===== config.mk =====
export PLATFORM = sky130hd
export DESIGN_NAME = lvl_irq_ctrl
export DESIGN_NICKNAME = d
export VERILOG_FILES = /design/src/rtl/lvl_irq_pkg.sv /design/src/rtl/lvl_irq_sync.sv /design/src/rtl/lvl_irq_rsw_latch.sv /design/src/rtl/lvl_irq_rst_pulse.sv /design/src/rtl/lvl_irq_ctrl.sv
export SDC_FILE = /design/constraint.sdc
export NUM_CORES = 1
export LEC_CHECK = 0
export BUFFER_PORTS_ARGS = -buffer_cell sky130_fd_sc_hd__buf_2
export CORE_MARGIN = 1
export CORE_UTILIZATION = 45
export CTS_CLUSTER_DIAMETER = 150
export CTS_CLUSTER_SIZE = 25
export DETAILED_ROUTE_END_ITERATION = 10
export PLACE_DENSITY = 0.7
export SYNTH_ARGS = -nofsm -noshare
export SYNTH_HDL_FRONTEND = slang
export SYNTH_HIERARCHICAL = 1
export SYNTH_SLANG_ARGS = --single-unit

===== constraint.sdc =====
create_clock -name clk -period 3.6 [get_ports clk]
set_clock_uncertainty 0.1 [all_clocks]
set_input_delay 0.36 -clock clk [delete_from_list [all_inputs] [get_ports clk]]
set_output_delay 0.36 -clock clk [all_outputs]
set_load 0.02 [all_outputs]

===== src/rtl/lvl_irq_pkg.sv =====
package lvl_irq_pkg;
   localparam int unsigned DEF_NSRC      = 32;
   localparam int unsigned DEF_ADDR_W    = 8;
   localparam int unsigned DEF_SYNC      = 2;
   localparam int unsigned DEF_PULSE     = 16;
   localparam int unsigned DEF_RSW_BIT   = 1;
   localparam int unsigned DEF_STATE_BIT = 16;
   localparam logic [7:0]  DEF_OFF_CAUSE = 8'h00;
   localparam logic [7:0]  DEF_OFF_MASK  = 8'h04;
   localparam logic [7:0]  DEF_OFF_RST   = 8'h24;

   typedef enum logic [1:0] {
      ACC_NONE  = 2'd0,
      ACC_CAUSE = 2'd1,
      ACC_MASK  = 2'd2,
      ACC_RST   = 2'd3
   } acc_sel_e;
endpackage


===== src/rtl/lvl_irq_sync.sv =====
module lvl_irq_sync #(
   parameter int unsigned W       = 32,
   parameter int unsigned STAGES  = 2,
   parameter logic        RST_VAL = 1'b0
) (
   input  logic         clk,
   input  logic         rst_n,
   input  logic [W-1:0] d_async,
   output logic [W-1:0] q_sync
);
   if (STAGES < 2) begin : g_bad_stages
      $error("lvl_irq_sync: STAGES must be at least 2");
   end

   logic [W-1:0] stage_q [STAGES];

   for (genvar s = 0; s < STAGES; s++) begin : g_stage
      always_ff @(posedge clk or negedge rst_n) begin
         if (!rst_n) begin
            stage_q[s] <= {W{RST_VAL}};
         end else if (s == 0) begin
            stage_q[s] <= d_async;
         end else begin
            stage_q[s] <= stage_q[(s == 0) ? 0 : s-1];
         end
      end
   end

   assign q_sync = stage_q[STAGES-1];
endmodule


===== src/rtl/lvl_irq_rsw_latch.sv =====
module lvl_irq_rsw_latch (
   input  logic clk,
   input  logic rst_n,
   input  logic sw_sync_n,
   input  logic clr,
   output logic latched
);
   logic sw_prev_q;
   logic press;

   always_ff @(posedge clk or negedge rst_n) begin
      if (!rst_n) sw_prev_q <= 1'b1;
      else        sw_prev_q <= sw_sync_n;
   end

   assign press = sw_prev_q & ~sw_sync_n;

   always_ff @(posedge clk or negedge rst_n) begin
      if (!rst_n)     latched <= 1'b0;
      else if (press) latched <= 1'b1;
      else if (clr)   latched <= 1'b0;
   end

   assert_press_sets_R3 : assert property (@(posedge clk) disable iff (!rst_n)
      press |=> latched);
   assert_latch_holds_R3 : assert property (@(posedge clk) disable iff (!rst_n)
      (latched && !press && !clr) |=> latched);
   assert_clear_drops_R4 : assert property (@(posedge clk) disable iff (!rst_n)
      (clr && !press) |=> !latched);
endmodule


===== src/rtl/lvl_irq_rst_pulse.sv =====
module lvl_irq_rst_pulse #(
   parameter int unsigned PULSE_LEN = 16
) (
   input  logic clk,
   input  logic rst_n,
   input  logic fire,
   output logic req
);
   localparam int unsigned CW = $clog2(PULSE_LEN + 1);

   if (PULSE_LEN < 1) begin : g_bad_len
      $error("lvl_irq_rst_pulse: PULSE_LEN must be positive");
   end

   logic [CW-1:0] cnt_q;

   always_ff @(posedge clk or negedge rst_n) begin
      if (!rst_n)           cnt_q <= '0;
      else if (fire)        cnt_q <= CW'(PULSE_LEN);
      else if (cnt_q != '0) cnt_q <= cnt_q - 1'b1;
   end

   assign req = (cnt_q != '0);

   assert_fire_starts_R7 : assert property (@(posedge clk) disable iff (!rst_n)
      fire |=> req);
   assert_pulse_ends_R7 : assert property (@(posedge clk) disable iff (!rst_n)
      $fell(req) |-> ($past(cnt_q) == CW'(1) && !$past(fire)));
endmodule


===== src/rtl/lvl_irq_ctrl.sv =====
module lvl_irq_ctrl
   import lvl_irq_pkg::*;
#(
   parameter int unsigned NSRC      = DEF_NSRC,
   parameter int unsigned ADDR_W    = DEF_ADDR_W,
   parameter int unsigned SYNC      = DEF_SYNC,
   parameter int unsigned PULSE_LEN = DEF_PULSE,
   parameter int unsigned RSW_BIT   = DEF_RSW_BIT,
   parameter int unsigned STATE_BIT = DEF_STATE_BIT,
   parameter logic [ADDR_W-1:0] OFF_CAUSE = ADDR_W'(DEF_OFF_CAUSE),
   parameter logic [ADDR_W-1:0] OFF_MASK  = ADDR_W'(DEF_OFF_MASK),
   parameter logic [ADDR_W-1:0] OFF_RST   = ADDR_W'(DEF_OFF_RST)
) (
   input  logic              clk,
   input  logic              rst_n,
   input  logic [ADDR_W-1:0] bus_addr,
   input  logic              bus_wr,
   input  logic [NSRC-1:0]   bus_wdata,
   output logic [NSRC-1:0]   bus_rdata,
   input  logic [NSRC-1:0]   src_lvl,
   input  logic              rsw_n,
   output logic              cpu_irq,
   output logic              plat_rst_req
);
   localparam logic [NSRC-1:0] RSW_ONEHOT   = NSRC'(1) << RSW_BIT;
   localparam logic [NSRC-1:0] STATE_ONEHOT = NSRC'(1) << STATE_BIT;
   localparam logic [NSRC-1:0] LEVEL_BITS   = ~(RSW_ONEHOT | STATE_ONEHOT);
   localparam logic [NSRC-1:0] IRQ_BITS     = ~STATE_ONEHOT;

   if (RSW_BIT >= NSRC || STATE_BIT >= NSRC || RSW_BIT == STATE_BIT) begin : g_bad_bits
      $error("lvl_irq_ctrl: RSW_BIT and STATE_BIT must be distinct and below NSRC");
   end
   if (OFF_CAUSE == OFF_MASK || OFF_CAUSE == OFF_RST || OFF_MASK == OFF_RST) begin : g_bad_off
      $error("lvl_irq_ctrl: register offsets must differ");
   end

   acc_sel_e        sel;
   logic [NSRC-1:0] src_sync;
   logic [0:0]      rsw_sync;
   logic            rsw_latched;
   logic [NSRC-1:0] mask_q;
   logic [NSRC-1:0] cause;
   logic            clr_rsw;
   logic            fire_rst;

   always_comb begin
      if      (bus_addr == OFF_CAUSE) sel = ACC_CAUSE;
      else if (bus_addr == OFF_MASK)  sel = ACC_MASK;
      else if (bus_addr == OFF_RST)   sel = ACC_RST;
      else                            sel = ACC_NONE;
   end

   lvl_irq_sync #(.W(NSRC), .STAGES(SYNC), .RST_VAL(1'b0)) u_src_sync (
      .clk     (clk),
      .rst_n   (rst_n),
      .d_async (src_lvl),
      .q_sync  (src_sync)
   );

   lvl_irq_sync #(.W(1), .STAGES(SYNC), .RST_VAL(1'b1)) u_rsw_sync (
      .clk     (clk),
      .rst_n   (rst_n),
      .d_async (rsw_n),
      .q_sync  (rsw_sync)
   );

   assign clr_rsw  = bus_wr && (sel == ACC_CAUSE) && bus_wdata[RSW_BIT];
   assign fire_rst = bus_wr && (sel == ACC_RST) && (bus_wdata == '0);

   lvl_irq_rsw_latch u_rsw_latch (
      .clk       (clk),
      .rst_n     (rst_n),
      .sw_sync_n (rsw_sync[0]),
      .clr       (clr_rsw),
      .latched   (rsw_latched)
   );

   lvl_irq_rst_pulse #(.PULSE_LEN(PULSE_LEN)) u_rst_pulse (
      .clk   (clk),
      .rst_n (rst_n),
      .fire  (fire_rst),
      .req   (plat_rst_req)
   );

   for (genvar b = 0; b < NSRC; b++) begin : g_cause
      if (b == RSW_BIT) begin : g_rsw
         assign cause[b] = rsw_latched;
      end else if (b == STATE_BIT) begin : g_state
         assign cause[b] = rsw_sync[0];
      end else begin : g_level
         assign cause[b] = src_sync[b];
      end
   end

   always_ff @(posedge clk or negedge rst_n) begin
      if (!rst_n)                            mask_q <= '0;
      else if (bus_wr && sel == ACC_MASK)    mask_q <= bus_wdata;
   end

   always_ff @(posedge clk or negedge rst_n) begin
      if (!rst_n) cpu_irq <= 1'b0;
      else        cpu_irq <= |(cause & mask_q & IRQ_BITS);
   end

   always_comb begin
      unique case (sel)
         ACC_CAUSE: bus_rdata = cause;
         ACC_MASK:  bus_rdata = mask_q;
         default:   bus_rdata = '0;
      endcase
   end

   assert_mask_write_R2 : assert property (@(posedge clk) disable iff (!rst_n)
      (bus_wr && bus_addr == OFF_MASK) |=> (mask_q == $past(bus_wdata)));
   assert_masked_quiet_R6 : assert property (@(posedge clk) disable iff (!rst_n)
      ($past(mask_q) == '0) |-> !cpu_irq);
   assert_level_stable_R1 : assert property (@(posedge clk) disable iff (!rst_n)
      (bus_wr && bus_addr == OFF_CAUSE && $stable(src_sync)) |=>
      ((cause & LEVEL_BITS) == ($past(cause) & LEVEL_BITS)));
endmodule


# Word level (Yosys, flattened, before mapping)
# Index checks and enable logic that the tools add are counted.
# word_totals
reg_bits	106
output_inout_bits	34
# op_classes
n_addsub	1
n_eq_ne	5
n_mux	8
n_bitwise	3
reduce_logical	11
# op_table
op	n
$pmux 32 s2	1
$and 32x32->32	1
$logic_not 32->1	1
$reduce_or 31->1	1
$mux 5	2
$eq 8x3->1 const B	1
$eq 8x6->1 const B	1
$logic_not 8->1	1
$mux 2	3
$logic_and 1x1->1	5
$reduce_bool 5->1	1
$sub 5x1->5 const B	1
$eq 2x2->1 const B	2
$reduce_bool 2->1	2
$eq 2x1->1 const B	1
$mux 1	2
$and 1x1->1	1
$not 1->1	1

# Depth between registers and ports, before layout
# logic_depth
word_depth	9
depth_mapped	6

# Hierarchy
# The synthesis kept the hierarchy.
# modules_own_cells
module	instances	cells_per_inst	area_each_um2	seq_area_each_um2
lvl_irq_ctrl	1	148	1935.6	825.8
lvl_irq_sync at u_src_sync	1	96	1841.8	1601.5
lvl_irq_rst_pulse	1	25	261.5	125.1
lvl_irq_rsw_latch	1	5	71.3	51.3
lvl_irq_sync at u_rsw_sync	1	2	52.6	52.6

# Least setup slack after synthesis
# OpenSTA, ideal clock, no wires.
# synth_timing
path_kind	input to output
start	in bus_addr[4]
end	out bus_rdata[0]
arrival_ps	1491
required_ps	3140
setup_slack_ps	1649
cell_stages	6
path_buffers	2
path_cell_list	nor4_2 -> and3b_1 -> and2_1 -> buf_2 -> buf_2 -> a22o_1
# synth_between
elab_chain_cells	6
# synth_rtl
item	line	rtl
from (decl)	lvl_irq_ctrl.sv:16	input logic [ADDR_W-1:0] bus_addr,
$eq 8x6->1	lvl_irq_ctrl.sv:49	else if (bus_addr == OFF_RST) sel = ACC_RST;
$mux 2	lvl_irq_ctrl.sv:49	
$mux 2	lvl_irq_ctrl.sv:48	else if (bus_addr == OFF_MASK) sel = ACC_MASK;
$mux 2 *	lvl_irq_ctrl.sv:47	if (bus_addr == OFF_CAUSE) sel = ACC_CAUSE;
$eq 2x2->1 / $eq 2x1->1 (equally long branches)	lvl_irq_ctrl.sv:106	unique case (sel)
$pmux 32 s2 *	lvl_irq_ctrl.sv:106	
to (decl)	lvl_irq_ctrl.sv:19	output logic [NSRC-1:0] bus_rdata,
# Every way passes the cells marked *; elsewhere a longest branch is shown, timed or not.

# Worst setup path after layout
# layout_timing
start	in bus_addr[4]
end	out bus_rdata[27]
# The elaborated chain is that of the path after synthesis.

==> qor.yml <==
syn_nets: 347
cts_root_buf: "clkbuf_8"
clkTransAtPathRegs_ns: 0.08
grt_start_max_net_pins: 77
die_height_um: 96.8
cpMostUsedCell: "buf_2"
worst_slack_ns: 1.16
dieArea_sq_mm: 0.00938
fin_hold_ws_ns: 0.0176
tightestPinTransition_ns: 0.915
maxSlewViolCount: 0
routed_wl_um: 8470
cts_hold_buf: 29
fmax_mhz: 409
drt_iter0_drc: 124
vdd_ir_drop_max_v: 0.000270
crit_slowest_cell: "nor4_2"
power_frac_seq_pct: 60.1
grt_pass1_wl_um: 13700
syn_area_sq_mm: 0.00405
endpoint_kind: "output port"
combinationalPowerShare_pct: 7.8
post_cts_resized: 0
wl_met1_um: 3700
synth_warnings: 6
cts_max_level: 3
synth_cells: 270
crit_path_start_kind: "primary input"
finalSetupTns_ns: 0
hp-class: "in2reg"
cts_tree: "built"
wl_met2_um: 4170
crit_chain: "buf_2, nor4_2, nand2_1, nor3_4, buf_4, a22o_1, buf_2"
ios: 110
dp_hpwl_um: 5910
p_leak_nw: 2.53
drc: 0
post-cts-setup-buffers: 0
clkSinkCount: 102
met3_length_um: 483
diodes: 0
gp_congestion: 0.762
finalHoldViolCount: 0
power_density_mw_per_mm2: 416
avgSynthCellArea_sq_um: 15.0
worstPathRequired_ns: 3.14
final_nets: 458
dr.pass1.iters: 4
outcome: "complete, no violations"
area_growth_syn_to_layout_pct: 22.2
fin_util_pct: 56.7
route.detailed.wl_per_inst_um: 17.2
switching_share_pct: 23.2
numCtsBuffers: 9
arrival_ns: 1.98
grt_setup_unrepaired: "false"
die-width_um: 96.8
clkLatencyLatePin_ns: 0.35
vias: 2583
fin_crit_ns: 2.44
slew_headroom_pct: 39.0
drive_above_1_share_pct: 43.6
internal_power_mw: 1.58
critPathBufInv: 3
power_mw: 2.05
finalNonFillerCells: 493
vias_per_cell: 5.24
grt_usage_pct: 19.2
final_cell_mix: "106 x buf_2, 99 x dfrtp_1, 33 x a22o_1, 30 x mux2_4, 29 x dlygate4sd3_1"
fin_area_sq_mm: 0.00494
dr.max_layer_used: "met4"
clk_path_buf_depth: 2
antenna_found_initial: 0
overflow: 0
p_clk_share_pct: 32.1
placed_cell_area_sq_mm: 0.00447
drv_cap: 0
r2r_setup_slack_ns: 1.76
io_buffers: 107
period_share_pct: 67.9
grt_pass1_vias: 2721
worstPathMaxFanout: 33
ant_nets: 0
dp.cells: 449
fp-row-count: 34
coreArea_sq_mm: 0.00872
cp_slowest_stage_delay_ns: 0.41
start_util_pct: 46.4
layout_commonest_cell: "buf_2"
crit_family: "simple AND/OR/NAND/NOR gates"
setup_viol: 0
dp_worst_setup_slack_ns: 1.06
p_switching_uw: 476
critPathKind: "in2out"
-- worst paths after layout --
kind	depth (start not counted)	from	to
worst max-delay path	7	bus_addr[4]	bus_rdata[27]
worst min-delay path	1	src_lvl[7]	u_src_sync/stage_q[39]
worst max register to register	4	u_src_sync/q_sync[14]	cpu_irq
worst min register to register	0	u_src_sync/stage_q[56]	u_src_sync/q_sync[24]
max in group asynchronous	2	rst_n	mask_q[28]
min in group asynchronous	1	rst_n	u_src_sync/stage_q[43]
-- power groups by stage --
stage          sequential (mW)  clock, mW  combinational [mW]
4_1_cts                   1.23      0.678               0.163
3_5_place_dp              1.26          0               0.139
2_1_floorplan             1.25          0              0.0709
3_3_place_gp              1.25          0               0.137
6_report                  1.23      0.659               0.161
5_1_grt                   1.24      0.718               0.177
-- final cells by class --
class / count / area [sq um]
Multi-Input combinational cell: 122 / 1170
Fill cell: 713 / 3780
Inverter: 5 / 18.8
Sequential cell: 102 / 2560
Timing Repair Buffer: 141 / 878
Clock buffer: 11 / 151
Clock inverter: 4 / 31.3
Tap cell: 108 / 135
-- state kept, by name (all words and copies together) (netlist names) --
signal                 count
u_rsw_sync/q_sync          1
u_rst_pulse/cnt_q          5
u_rsw_latch/latched        1
u_src_sync/q_sync         30
u_rsw_latch/sw_prev_q      1
mask_q                    32
u_src_sync/stage_q        30
cpu_irq                    1
u_rsw_sync/stage_q         1
-- layer usage --
| layer | global-route usage, % | vias up |
|---|---|---|
| met5 | 0 | - |
| met2 | 31.2 | 95 |
| met4 | 6.20 | 0 |
| li1 | - | 1180 |
| met1 | 25.0 | 1297 |
| met3 | 5.13 | 11 |
Note: power is estimated with default switching activity, not from simulation.
